<file path="config.mk">
export PLATFORM = sky130hd
export DESIGN_NAME = diskReadSeq
export DESIGN_NICKNAME = d
export VERILOG_FILES = /design/src/rtl/drs_pkg.sv /design/src/rtl/drs_datapath.sv /design/src/rtl/drs_ctrl.sv /design/src/rtl/diskReadSeq.sv
export SDC_FILE = /design/constraint.sdc
export NUM_CORES = 1
export LEC_CHECK = 0
export ABC_CLOCK_PERIOD_IN_PS = 4950
export BUFFER_PORTS_ARGS = -buffer_cell sky130_fd_sc_hd__buf_4
export CAP_MARGIN = 20
export CORE_ASPECT_RATIO = 0.8
export CORE_UTILIZATION = 57
export DETAILED_ROUTE_END_ITERATION = 10
export PLACE_DENSITY_LB_ADDON = 0.15
export SLEW_MARGIN = 20
export SYNTH_ARGS = -nofsm -noshare
export SYNTH_HDL_FRONTEND = slang
export SYNTH_SLANG_ARGS = --single-unit
</file>
<file path="constraint.sdc">
create_clock -name clk -period 4.95 [get_ports clk]
set_clock_uncertainty 0.1 [all_clocks]
set_input_delay 0.7425 -clock clk [delete_from_list [all_inputs] [get_ports clk]]
set_output_delay 0.7425 -clock clk [all_outputs]
set_load 0.02 [all_outputs]
</file>
<file path="src/rtl/drs_pkg.sv">
package drs_pkg;
  localparam int ADDR_W = 18;
  localparam int CNT_W  = 18;

  typedef enum logic [2:0] {
    ST_IDLE,
    ST_REQ,
    ST_XFER,
    ST_WRITE,
    ST_FIN
  } drsState_t;

  typedef struct packed {
    logic load;     // capture start values
    logic capture;  // take a stream byte
    logic advance;  // memory write acknowledged
  } drsStrobe_t;
endpackage

</file>
<file path="src/rtl/drs_datapath.sv">
module drs_datapath
  import drs_pkg::*;
#(
  parameter int SPT   = 40,
  parameter int BPS   = 256,
  parameter int OFS_W = 32
) (
  input  logic              clk,
  input  logic              rst_n,
  input  drsStrobe_t        strobe,
  input  logic [1:0]        busAddrHi,
  input  logic [15:0]       busAddr,
  input  logic [15:0]       diskAddr,
  input  logic [15:0]       wordCount,
  input  logic [7:0]        dinData,
  output logic [OFS_W-1:0]  reqOffset,
  output logic [CNT_W-1:0]  reqByteCount,
  output logic [ADDR_W-1:0] memAddr,
  output logic [7:0]        memData,
  output logic [15:0]       curDiskAddr,
  output logic              lastByte
);
  localparam int BYTE_W = (BPS > 1) ? $clog2(BPS) : 1;
  localparam logic [BYTE_W-1:0] BYTE_LAST = BYTE_W'(BPS - 1);
  localparam logic [5:0]        SEC_LAST  = 6'(SPT - 1);

  logic [ADDR_W-1:0] addrQ;
  logic [CNT_W-1:0]  remQ, countQ;
  logic [BYTE_W-1:0] byteQ;
  logic [5:0]        secQ, secNext;
  logic              headQ, headNext;
  logic [8:0]        cylQ, cylNext;
  logic [7:0]        dataQ;
  logic [OFS_W-1:0]  offsetQ;

  // start offset from the packed position
  logic [OFS_W-1:0] trackIdx, sectorIdx, offsetCalc;
  logic [16:0]      wordsCalc;
  assign trackIdx   = OFS_W'(diskAddr[15:7]) * OFS_W'(2) + OFS_W'(diskAddr[6]);
  assign sectorIdx  = trackIdx * OFS_W'(SPT) + OFS_W'(diskAddr[5:0]);
  assign offsetCalc = sectorIdx * OFS_W'(BPS);
  assign wordsCalc  = 17'h10000 - {1'b0, wordCount};

  // nested wrap: sector, then head, then cylinder
  always_comb begin
    secNext  = secQ + 6'd1;
    headNext = headQ;
    cylNext  = cylQ;
    if (secQ == SEC_LAST) begin
      secNext  = 6'd0;
      headNext = ~headQ;
      if (headQ) cylNext = cylQ + 9'd1;
    end
  end

  always_ff @(posedge clk) begin
    if (!rst_n) begin
      addrQ   <= '0;
      remQ    <= '0;
      countQ  <= '0;
      byteQ   <= '0;
      secQ    <= '0;
      headQ   <= 1'b0;
      cylQ    <= '0;
      dataQ   <= '0;
      offsetQ <= '0;
    end else if (strobe.load) begin
      addrQ   <= {busAddrHi, busAddr};
      remQ    <= {wordsCalc, 1'b0};
      countQ  <= {wordsCalc, 1'b0};
      byteQ   <= '0;
      secQ    <= diskAddr[5:0];
      headQ   <= diskAddr[6];
      cylQ    <= diskAddr[15:7];
      offsetQ <= offsetCalc;
    end else begin
      if (strobe.capture) dataQ <= dinData;
      if (strobe.advance) begin
        addrQ <= addrQ + ADDR_W'(1);
        remQ  <= remQ - CNT_W'(1);
        if (byteQ == BYTE_LAST) begin
          byteQ <= '0;
          secQ  <= secNext;
          headQ <= headNext;
          cylQ  <= cylNext;
        end else begin
          byteQ <= byteQ + BYTE_W'(1);
        end
      end
    end
  end

  assign reqOffset    = offsetQ;
  assign reqByteCount = countQ;
  assign memAddr      = addrQ;
  assign memData      = dataQ;
  assign curDiskAddr  = {cylQ, headQ, secQ};
  assign lastByte     = (remQ == CNT_W'(1));
endmodule

</file>
<file path="src/rtl/drs_ctrl.sv">
module drs_ctrl
  import drs_pkg::*;
(
  input  logic       clk,
  input  logic       rst_n,
  input  logic       start,
  input  logic       intEnable,
  input  logic       reqReady,
  input  logic       dinValid,
  input  logic       memAck,
  input  logic       lastByte,
  output drsStrobe_t strobe,
  output logic       busy,
  output logic       reqValid,
  output logic       dinReady,
  output logic       memReq,
  output logic       done,
  output logic       irqReq
);
  drsState_t stateQ, stateNext;
  logic      ieQ;

  always_comb begin
    stateNext = stateQ;
    unique case (stateQ)
      ST_IDLE:  if (start)    stateNext = ST_REQ;
      ST_REQ:   if (reqReady) stateNext = ST_XFER;
      ST_XFER:  if (dinValid) stateNext = ST_WRITE;
      ST_WRITE: if (memAck)   stateNext = lastByte ? ST_FIN : ST_XFER;
      ST_FIN:                 stateNext = ST_IDLE;
      default:                stateNext = ST_IDLE;
    endcase
  end

  always_ff @(posedge clk) begin
    if (!rst_n) begin
      stateQ <= ST_IDLE;
      ieQ    <= 1'b0;
    end else begin
      stateQ <= stateNext;
      if (stateQ == ST_IDLE && start) ieQ <= intEnable;
    end
  end

  assign strobe.load    = (stateQ == ST_IDLE)  && start;
  assign strobe.capture = (stateQ == ST_XFER)  && dinValid;
  assign strobe.advance = (stateQ == ST_WRITE) && memAck;

  assign busy     = (stateQ != ST_IDLE);
  assign reqValid = (stateQ == ST_REQ);
  assign dinReady = (stateQ == ST_XFER);
  assign memReq   = (stateQ == ST_WRITE);
  assign done     = (stateQ == ST_FIN);
  assign irqReq   = done && ieQ;
endmodule

</file>
<file path="src/rtl/diskReadSeq.sv">
module diskReadSeq
  import drs_pkg::*;
#(
  parameter int SPT   = 40,
  parameter int BPS   = 256,
  parameter int OFS_W = 32
) (
  input  logic              clk,
  input  logic              rst_n,
  input  logic              start,
  input  logic [1:0]        busAddrHi,
  input  logic [15:0]       busAddr,
  input  logic [15:0]       diskAddr,
  input  logic [15:0]       wordCount,
  input  logic              intEnable,
  output logic              reqValid,
  output logic [OFS_W-1:0]  reqOffset,
  output logic [17:0]       reqByteCount,
  input  logic              reqReady,
  input  logic              dinValid,
  input  logic [7:0]        dinData,
  output logic              dinReady,
  output logic              memReq,
  output logic [17:0]       memAddr,
  output logic [7:0]        memData,
  input  logic              memAck,
  output logic [15:0]       curDiskAddr,
  output logic              busy,
  output logic              done,
  output logic              irqReq
);
  drsStrobe_t strobe;
  logic       lastByte;

  drs_ctrl u_ctrl (
    .clk(clk), .rst_n(rst_n), .start(start), .intEnable(intEnable),
    .reqReady(reqReady), .dinValid(dinValid), .memAck(memAck),
    .lastByte(lastByte), .strobe(strobe), .busy(busy),
    .reqValid(reqValid), .dinReady(dinReady), .memReq(memReq),
    .done(done), .irqReq(irqReq)
  );

  drs_datapath #(.SPT(SPT), .BPS(BPS), .OFS_W(OFS_W)) u_dp (
    .clk(clk), .rst_n(rst_n), .strobe(strobe), .busAddrHi(busAddrHi),
    .busAddr(busAddr), .diskAddr(diskAddr), .wordCount(wordCount),
    .dinData(dinData), .reqOffset(reqOffset), .reqByteCount(reqByteCount),
    .memAddr(memAddr), .memData(memData), .curDiskAddr(curDiskAddr),
    .lastByte(lastByte)
  );
endmodule

</file>
==> results of run 1 <==
==> final cells by class <==
cell class / count / area, um^2
multi-input combinational: 593 / 3490
fill: 775 / 2530
sequential: 106 / 2120
timing repair buffer: 150 / 1140
clock buffer: 10 / 229
tap: 136 / 170
clock inverter: 6 / 72.6
inverter: 16 / 60.1
==> placed cells by master, fill, tap and decap left out, types with 3 or more instances in the layout <==
cell	netlist	final
buf_4	17	149
nand2_1	106	106
dfxtp_1	106	106
nor2_1	80	80
a21oi_1	75	75
o21ai_0	40	40
xnor2_1	35	35
nand3_1	27	27
ha_1	26	26
nor3_1	26	25
conb_1	1	16
inv_1	16	15
xor2_1	12	12
and3_1	11	11
a211oi_1	11	11
a31oi_1	10	10
mux2i_1	10	10
nor4_1	9	9
nand4_1	9	9
clkbuf_16	0	9
and2_1	7	7
or3_1	8	7
nor2b_1	6	6
a21o_1	6	6
nor3b_1	5	5
a22oi_1	5	5
nand2b_1	4	4
a311oi_1	4	4
o31ai_1	3	3
a32oi_1	3	3
a221oi_1	3	3
o311ai_0	3	3
o21a_1	3	3
or2_2	3	3
==> critical path, stage by stage <==
cell and delay [ns]:
buf_4 0.13, ha_1 0.29, ha_1 0.23, fa_1 0.54, nand2_1 0.08, a211oi_1 0.76
a21oi_1 0.15, o31ai_1 0.27, nand3_1 0.12, xnor2_1 0.14, a22o_1 0.18
==> cells by family (layout without fill, tap and decap cells) <==
kind of cell	Yosys count	in the layout	synth area share (%)
AND/OR/NAND/NOR	316	316	25.5
AO/OA/AOI/OAI	176	176	17.8
flip-flops	106	106	36.2
buffers and inverters	66	182	5.38
XOR/XNOR	47	47	7.02
adder cells (fa/ha/maj)	28	28	6.23
multiplexers	10	10	1.71
other	1	16	0.0640
==> state kept, by name (all words and copies together) (netlist names) <==
| register | flops |
|---|---|
| u_dp.reqByteCount | 17 |
| u_dp.memData | 8 |
| u_dp.secQ | 6 |
| u_dp.byteQ | 8 |
| u_ctrl.ieQ | 1 |
| u_dp.memAddr | 18 |
| u_ctrl.stateQ | 3 |
| u_dp.remQ | 18 |
| u_dp.reqOffset | 17 |
| u_dp.cylQ | 9 |
| u_dp.headQ | 1 |
==> worst paths after layout <==
path	start	to	slack, ns	cells past startpoint
hold reg to reg	u_dp.reqByteCount[13]	u_dp.reqByteCount[13]	0.35	2
hold / removal	u_dp.reqByteCount[13]	u_dp.reqByteCount[13]	0.35	2
setup reg to reg	u_ctrl.stateQ[0]	u_dp.cylQ[2]	2.18	8
setup / recovery	diskAddr[7]	u_dp.reqOffset[19]	1.46	11
==> routing by layer <==
metal  vias to the layer above  part of all wire, %  wire, um  global-route usage [%]
met5                         -                    0         0                       0
met4                         0                  1.2       193                    7.90
met3                        21                  8.4      1360                    7.00
met2                       285                   46      7390                    49.3
met1                      2785                   45      7220                    42.2
li1                       2874                    -         -                       -
==> power by group through the flow <==
| stage | registers, uW | logic (uW) | clock network, uW |
|---|---|---|---|
| finish | 1000 | 651 | 731 |
| floorplan | 1070 | 362 | 0 |
| global placement | 1010 | 632 | 0 |
| detailed placement | 1020 | 646 | 0 |
| global route | 1010 | 713 | 778 |
| CTS | 999 | 649 | 738 |
==> metrics by stage <==
stage               instances  util (%)  total power [uW]
global placement         1001      71.1              1650
detailed placement       1001      71.1              1660
global route             1017      74.2              2500
CTS                      1017      74.2              2390
finish                   1017      74.2              2380
floorplan                 765         -              1430
==> out/metrics.csv, run 1 <==
stage,metric,value,unit
status,status,"finished, final reports clean",
worst_setup_path,CP required,5.09,ns
timing,RSZ-0062 raised after global routing,false,
worst_setup_path,CP max FO,7,
power_and_ir_drop,Reg power frac,42.0,%
route,Avg WL per Cell,15.9,um
grt,first-pass GRT wire length,26.3,mm
timing,fin. max-slew vios,0,
worst_hold_path,worst min-delay path class,flip-flop to flip-flop,
floorplanning,core area,9810,um^2
placed_design,I/O Buffers,146,
synth,Post-synth EDFFs,0,
synth,flop and latch count out of synthesis,106,
timing,Finish-stage setup viols,0,
floorplanning,Initial Util,59.8,%
clock_network,Hold Buf Count CTS,0,
cells_and_area,share of cells above drive strength 1,20.3,%
floorplanning,Chip Width,115,um
cells_and_area,fin nets,969,
grt,vias in the first global route,5545,
timing,Final Critical Period,3.49,ns
clock_network,Clock Root Buffer,clkbuf_16,
cells_and_area,design area,7280,um^2
placed_design,routability cong.,0.878,
route,via/cell ratio,5.87,
clock_network,Num CTS Buffers,9,
power_and_ir_drop,VDD IR max,0.196,mV
placed_design,Placed Area,6980,um^2
placed_design,dpl hpwl,11.7,mm
clock_network,"Clk pin slew, worst setup/hold paths",0.07,ns
synth,post-synth cell types,56,
route,Detailed Route Iter0 Violations,455,
job,max_cap viols,0,
synth,ys async rst share,0,%
floorplanning,Die ar.,10700,um^2
synth,syn_area_per_cell,7.82,um^2
worst_setup_path,CP endpoint kind,flip-flop,
cells_and_area,n_diodes,0,
timing,Final WS setup,1.46,ns
timing,Slew @ Worst Pin,1.10,ns
synth,sequential area share after synthesis,36.2,%
synth,post-synth top area share,36.2,%
floorplanning,FP Rows,32,
floorplanning,io pins,163,
grt,largest net degree at the start of global routing,74,
clock_network,Post CTS Setup Buffer Count,0,
timing,Slew HR,25.7,%
route,post-route ant nets,0,
clock_network,H-tree depth,3,
route,# DRC,0,
synth,YS warnings,0,
power_and_ir_drop,Clock power frac,30.7,%
clock_network,worst skew pair latency,0.34,ns
floorplanning,Vert. Die Dim,92.7,um
cells_and_area,Area Growth Syn to Fin,24.2,%
clock_network,clk sink count,106,
synth,Post-Syn Instances,750,
power_and_ir_drop,part of the power in combinational logic,27.3,%
timing,Setup TNS,0,ns
clock_network,Longest Clk Path Bufs,2,
power_and_ir_drop,Net Sw Power,790,uW
synth,Commonest cells post-synth,"dfxtp_1 (106), nand2_1 (106), nor2_1 (80)",
synth,Post-synth top flop,dfxtp_1,
power_and_ir_drop,P per Cell Area,327,nW/um^2
grt,initial antenna violation count,0,
timing,fmax,286,MHz
power_and_ir_drop,Cell Int Power,1590,uW
clock_network,Resized Gates After CTS,0,
worst_setup_path,startpoint class of the critical path,input pin,
route,Initial DRT Pass Iterations,5,
worst_setup_path,kind of critical path,input pin to flip-flop,
grt,Overflow after GRT,0,
power_and_ir_drop,Sw Share,33.1,%
synth,cell taking the most area after synthesis,dfxtp_1,
power_and_ir_drop,leakage,0.00303,uW
clock_network,CTS tree,built,
placed_design,Post-Place Setup Slack,1.13,ns
timing,WHS,0.345,ns
route,WL final,16.2,mm
timing,Final Hold Vio Count,0,
worst_setup_path,crit path DAT,3.63,ns
synth,largest cells by area after synthesis,"dfxtp_1 (36%), nand2_1 (6.8%), a21oi_1 (6.4%), ha_1 (5.5%), xnor2_1 (5.2%)",
timing,final period utilization,70.6,%
grt,gr usage total,31.0,%
synth,Mapped Area,5860,um^2
route,vias,5965,
No activity file was read; power rests on OpenSTA's default activity.
==> run 2: changes to the inputs <==
--- a/config.mk
+++ b/config.mk
@@ -5,11 +5,11 @@
 export SDC_FILE = /design/constraint.sdc
 export NUM_CORES = 1
 export LEC_CHECK = 0
-export ABC_CLOCK_PERIOD_IN_PS = 4950
+export ABC_CLOCK_PERIOD_IN_PS = 3330
 export BUFFER_PORTS_ARGS = -buffer_cell sky130_fd_sc_hd__buf_4
 export CAP_MARGIN = 20
 export CORE_ASPECT_RATIO = 0.8
-export CORE_UTILIZATION = 57
+export CORE_UTILIZATION = 53
 export DETAILED_ROUTE_END_ITERATION = 10
 export PLACE_DENSITY_LB_ADDON = 0.15
 export SLEW_MARGIN = 20
==> constraint.sdc (replaced) <==
create_clock -name clk -period 3.33 [get_ports clk]
set_clock_uncertainty 0.1 [all_clocks]
set_input_delay 0.4995 -clock clk [delete_from_list [all_inputs] [get_ports clk]]
set_output_delay 0.4995 -clock clk [all_outputs]
set_load 0.02 [all_outputs]
==> run 2 against run 1 <==
Net effect: clock power rose by 55%; via count fell by 0.32%; sequential cell count did not move; critical endpoint unchanged; largest cell class unchanged; largest power group unchanged.
==> out/metrics.csv, run 2 (same netlist as run 1, synthesis figures left out) <==
stage,metric,value,unit,change
worst_setup_path,Worst R2R Path Depth,6,,-2
floorplanning,core area,10500,um^2,+6.9%
clock_network,Longest Clk Path Bufs,2,,unchanged
floorplanning,Vert. Die Dim,96.1,um,+3.6%
clock_network,Post CTS Setup Buffer Count,0,,unchanged
clock_network,clk sink count,106,,unchanged
route,WL final,16.8,mm,+4.2%
grt,Overflow after GRT,0,,unchanged
timing,Final WS setup,0.477,ns,-0.980 ns
clock_network,Hold Buf Count CTS,0,,unchanged
grt,gr usage total,29.2,%,-1.8 points
clock_network,Clock Root Buffer,clkbuf_16,,
cells_and_area,Filler cells,867,,+12%
route,Initial DRT Pass Iterations,5,,unchanged
worst_hold_path,Min-Delay Path Depth,3,,+1
placed_design,I/O Buffers,146,,unchanged
cells_and_area,highest-count cells in the layout ignoring fill and taps,"buf_4 (159), nand2_1 (106), dfxtp_1 (106), nor2_1 (80), a21oi_1 (75)",,
timing,Finish-stage setup viols,0,,unchanged
worst_setup_path,Crit Reg-Reg Startpoint,u_ctrl.stateQ[1],,
grt,initial antenna violation count,0,,unchanged
worst_setup_path,CP max FO,6,,-1
power_and_ir_drop,P per Cell Area,491,nW/um^2,+50%
route,Avg WL per Cell,16.3,um,+2.8%
floorplanning,Chip Width,120,um,+3.6%
timing,RSZ-0062 raised after global routing,false,,
worst_setup_path,crit path DAT,3.00,ns,-0.63 ns
floorplanning,Die ar.,11500,um^2,+7.4%
worst_setup_path,CP endpoint kind,flip-flop,,
route,vias,5946,,-0.32%
timing,final period utilization,85.7,%,
cells_and_area,Area Growth Syn to Fin,25.8,%,
worst_setup_path,CP required,3.48,ns,-1.61 ns
floorplanning,io pins,163,,unchanged
timing,Final Hold Vio Count,0,,unchanged
timing,Final Critical Period,2.85,ns,
placed_design,Post-Place Setup Slack,0.138,ns,-0.990 ns
worst_hold_path,min-delay src,dinData[2],,
grt,first-pass GRT wire length,26.4,mm,+0.29%
worst_setup_path,reg2reg setup slack,0.77,ns,-1.41 ns
cells_and_area,fin nets,979,,+1.0%
route,post-route ant nets,0,,unchanged
clock_network,Resized Gates After CTS,0,,unchanged
clock_network,CTS tree,built,,
timing,Setup TNS,0,ns,unchanged
worst_setup_path,kind of critical path,input pin to flip-flop,,
worst_hold_path,worst min-delay path class,input pin to flip-flop,,
clock_network,H-tree depth,3,,unchanged
status,status,"finished, final reports clean",,
floorplanning,Initial Util,55.9,%,-3.9 points
job,max_cap viols,0,,unchanged
clock_network,"Clk pin slew, worst setup/hold paths",0.08,ns,about the same
worst_setup_path,startpoint class of the critical path,input pin,,
floorplanning,FP Rows,33,,+3.1%
route,via/cell ratio,5.77,,-1.7%
cells_and_area,"most common cell after layout, fill and taps aside",buf_4,,
grt,largest net degree at the start of global routing,75,,+1.4%
cells_and_area,share of cells above drive strength 1,21.3,%,+1.0 points
grt,vias in the first global route,5419,,-2.3%
timing,Slew @ Worst Pin,1.01,ns,-0.0926 ns
route,# DRC,0,,unchanged
timing,Slew HR,32.2,%,+6.5 points
cells_and_area,n_diodes,0,,unchanged
placed_design,Placed Area,7060,um^2,+1.1%
route,Detailed Route Iter0 Violations,467,,+2.6%
clock_network,Num CTS Buffers,9,,unchanged
power_and_ir_drop,leakage,0.00308,uW,+1.8%
timing,WHS,0.290,ns,-0.0550 ns
placed_design,routability cong.,0.928,,+5.7%
worst_setup_path,Worst Setup SP,diskAddr[7],,
power_and_ir_drop,VDD IR max,0.237,mV,+21%
timing,fmax,351,MHz,
timing,fin. max-slew vios,0,,unchanged
cells_and_area,"Core Util, Final",70.3,%,-3.9 points
cells_and_area,design area,7370,um^2,+1.3%
placed_design,dpl hpwl,12.2,mm,+4.4%
clock_network,worst skew pair latency,0.35,ns,about the same
-- run 2: worst paths after layout --
kind | endpoint
worst max-delay path | u_dp.reqOffset[19]
worst min-delay path | u_dp.memData[2]
worst max register to register | u_dp.cylQ[2]
worst min register to register | u_dp.reqByteCount[16]
-- run 2: layout make-up --
cell class	instances	area, um^2	share of cell area [%]
clock buffer	9	225	3.05
clock inverter	7	88.8	1.21
inverter	16	60.1	0.815
multi-input combinational	593	3490	47.3
sequential	106	2120	28.8
tap	140	175	2.38
timing repair buffer	160	1210	16.5
-- run 2: worst max-delay path: stages --
cell	delay [ns]
buf_4	0.13
ha_1	0.30
ha_1	0.23
fa_1	0.43
xnor2_1	0.20
a211oi_1	0.28
buf_4	0.21
nor2_1	0.04
o31ai_1	0.25
nand3_1	0.12
xnor2_1	0.14
a22o_1	0.17
-- run 2: through the flow --
step,total power [uW],instances
5_1_grt,3770,1031
6_report,3620,1031
4_1_cts,3620,1031
2_1_floorplan,2120,765
3_3_place_gp,2480,1015
3_5_place_dp,2500,1015
-- run 2: routing by layer --
| layer | vias to the layer above | GRT usage, % | wire length (um) |
|---|---|---|---|
| li1 | 2886 | - | - |
| met1 | 2799 | 38.9 | 7760 |
| met2 | 246 | 47.8 | 7660 |
| met3 | 15 | 6.22 | 1290 |
| met4 | 0 | 8.33 | 138 |
| met5 | - | 0 | 0 |
-- run 2: where the power goes --
part	switching, uW	internal, uW
logic	585	415
registers	109	1380
clock network	533	600
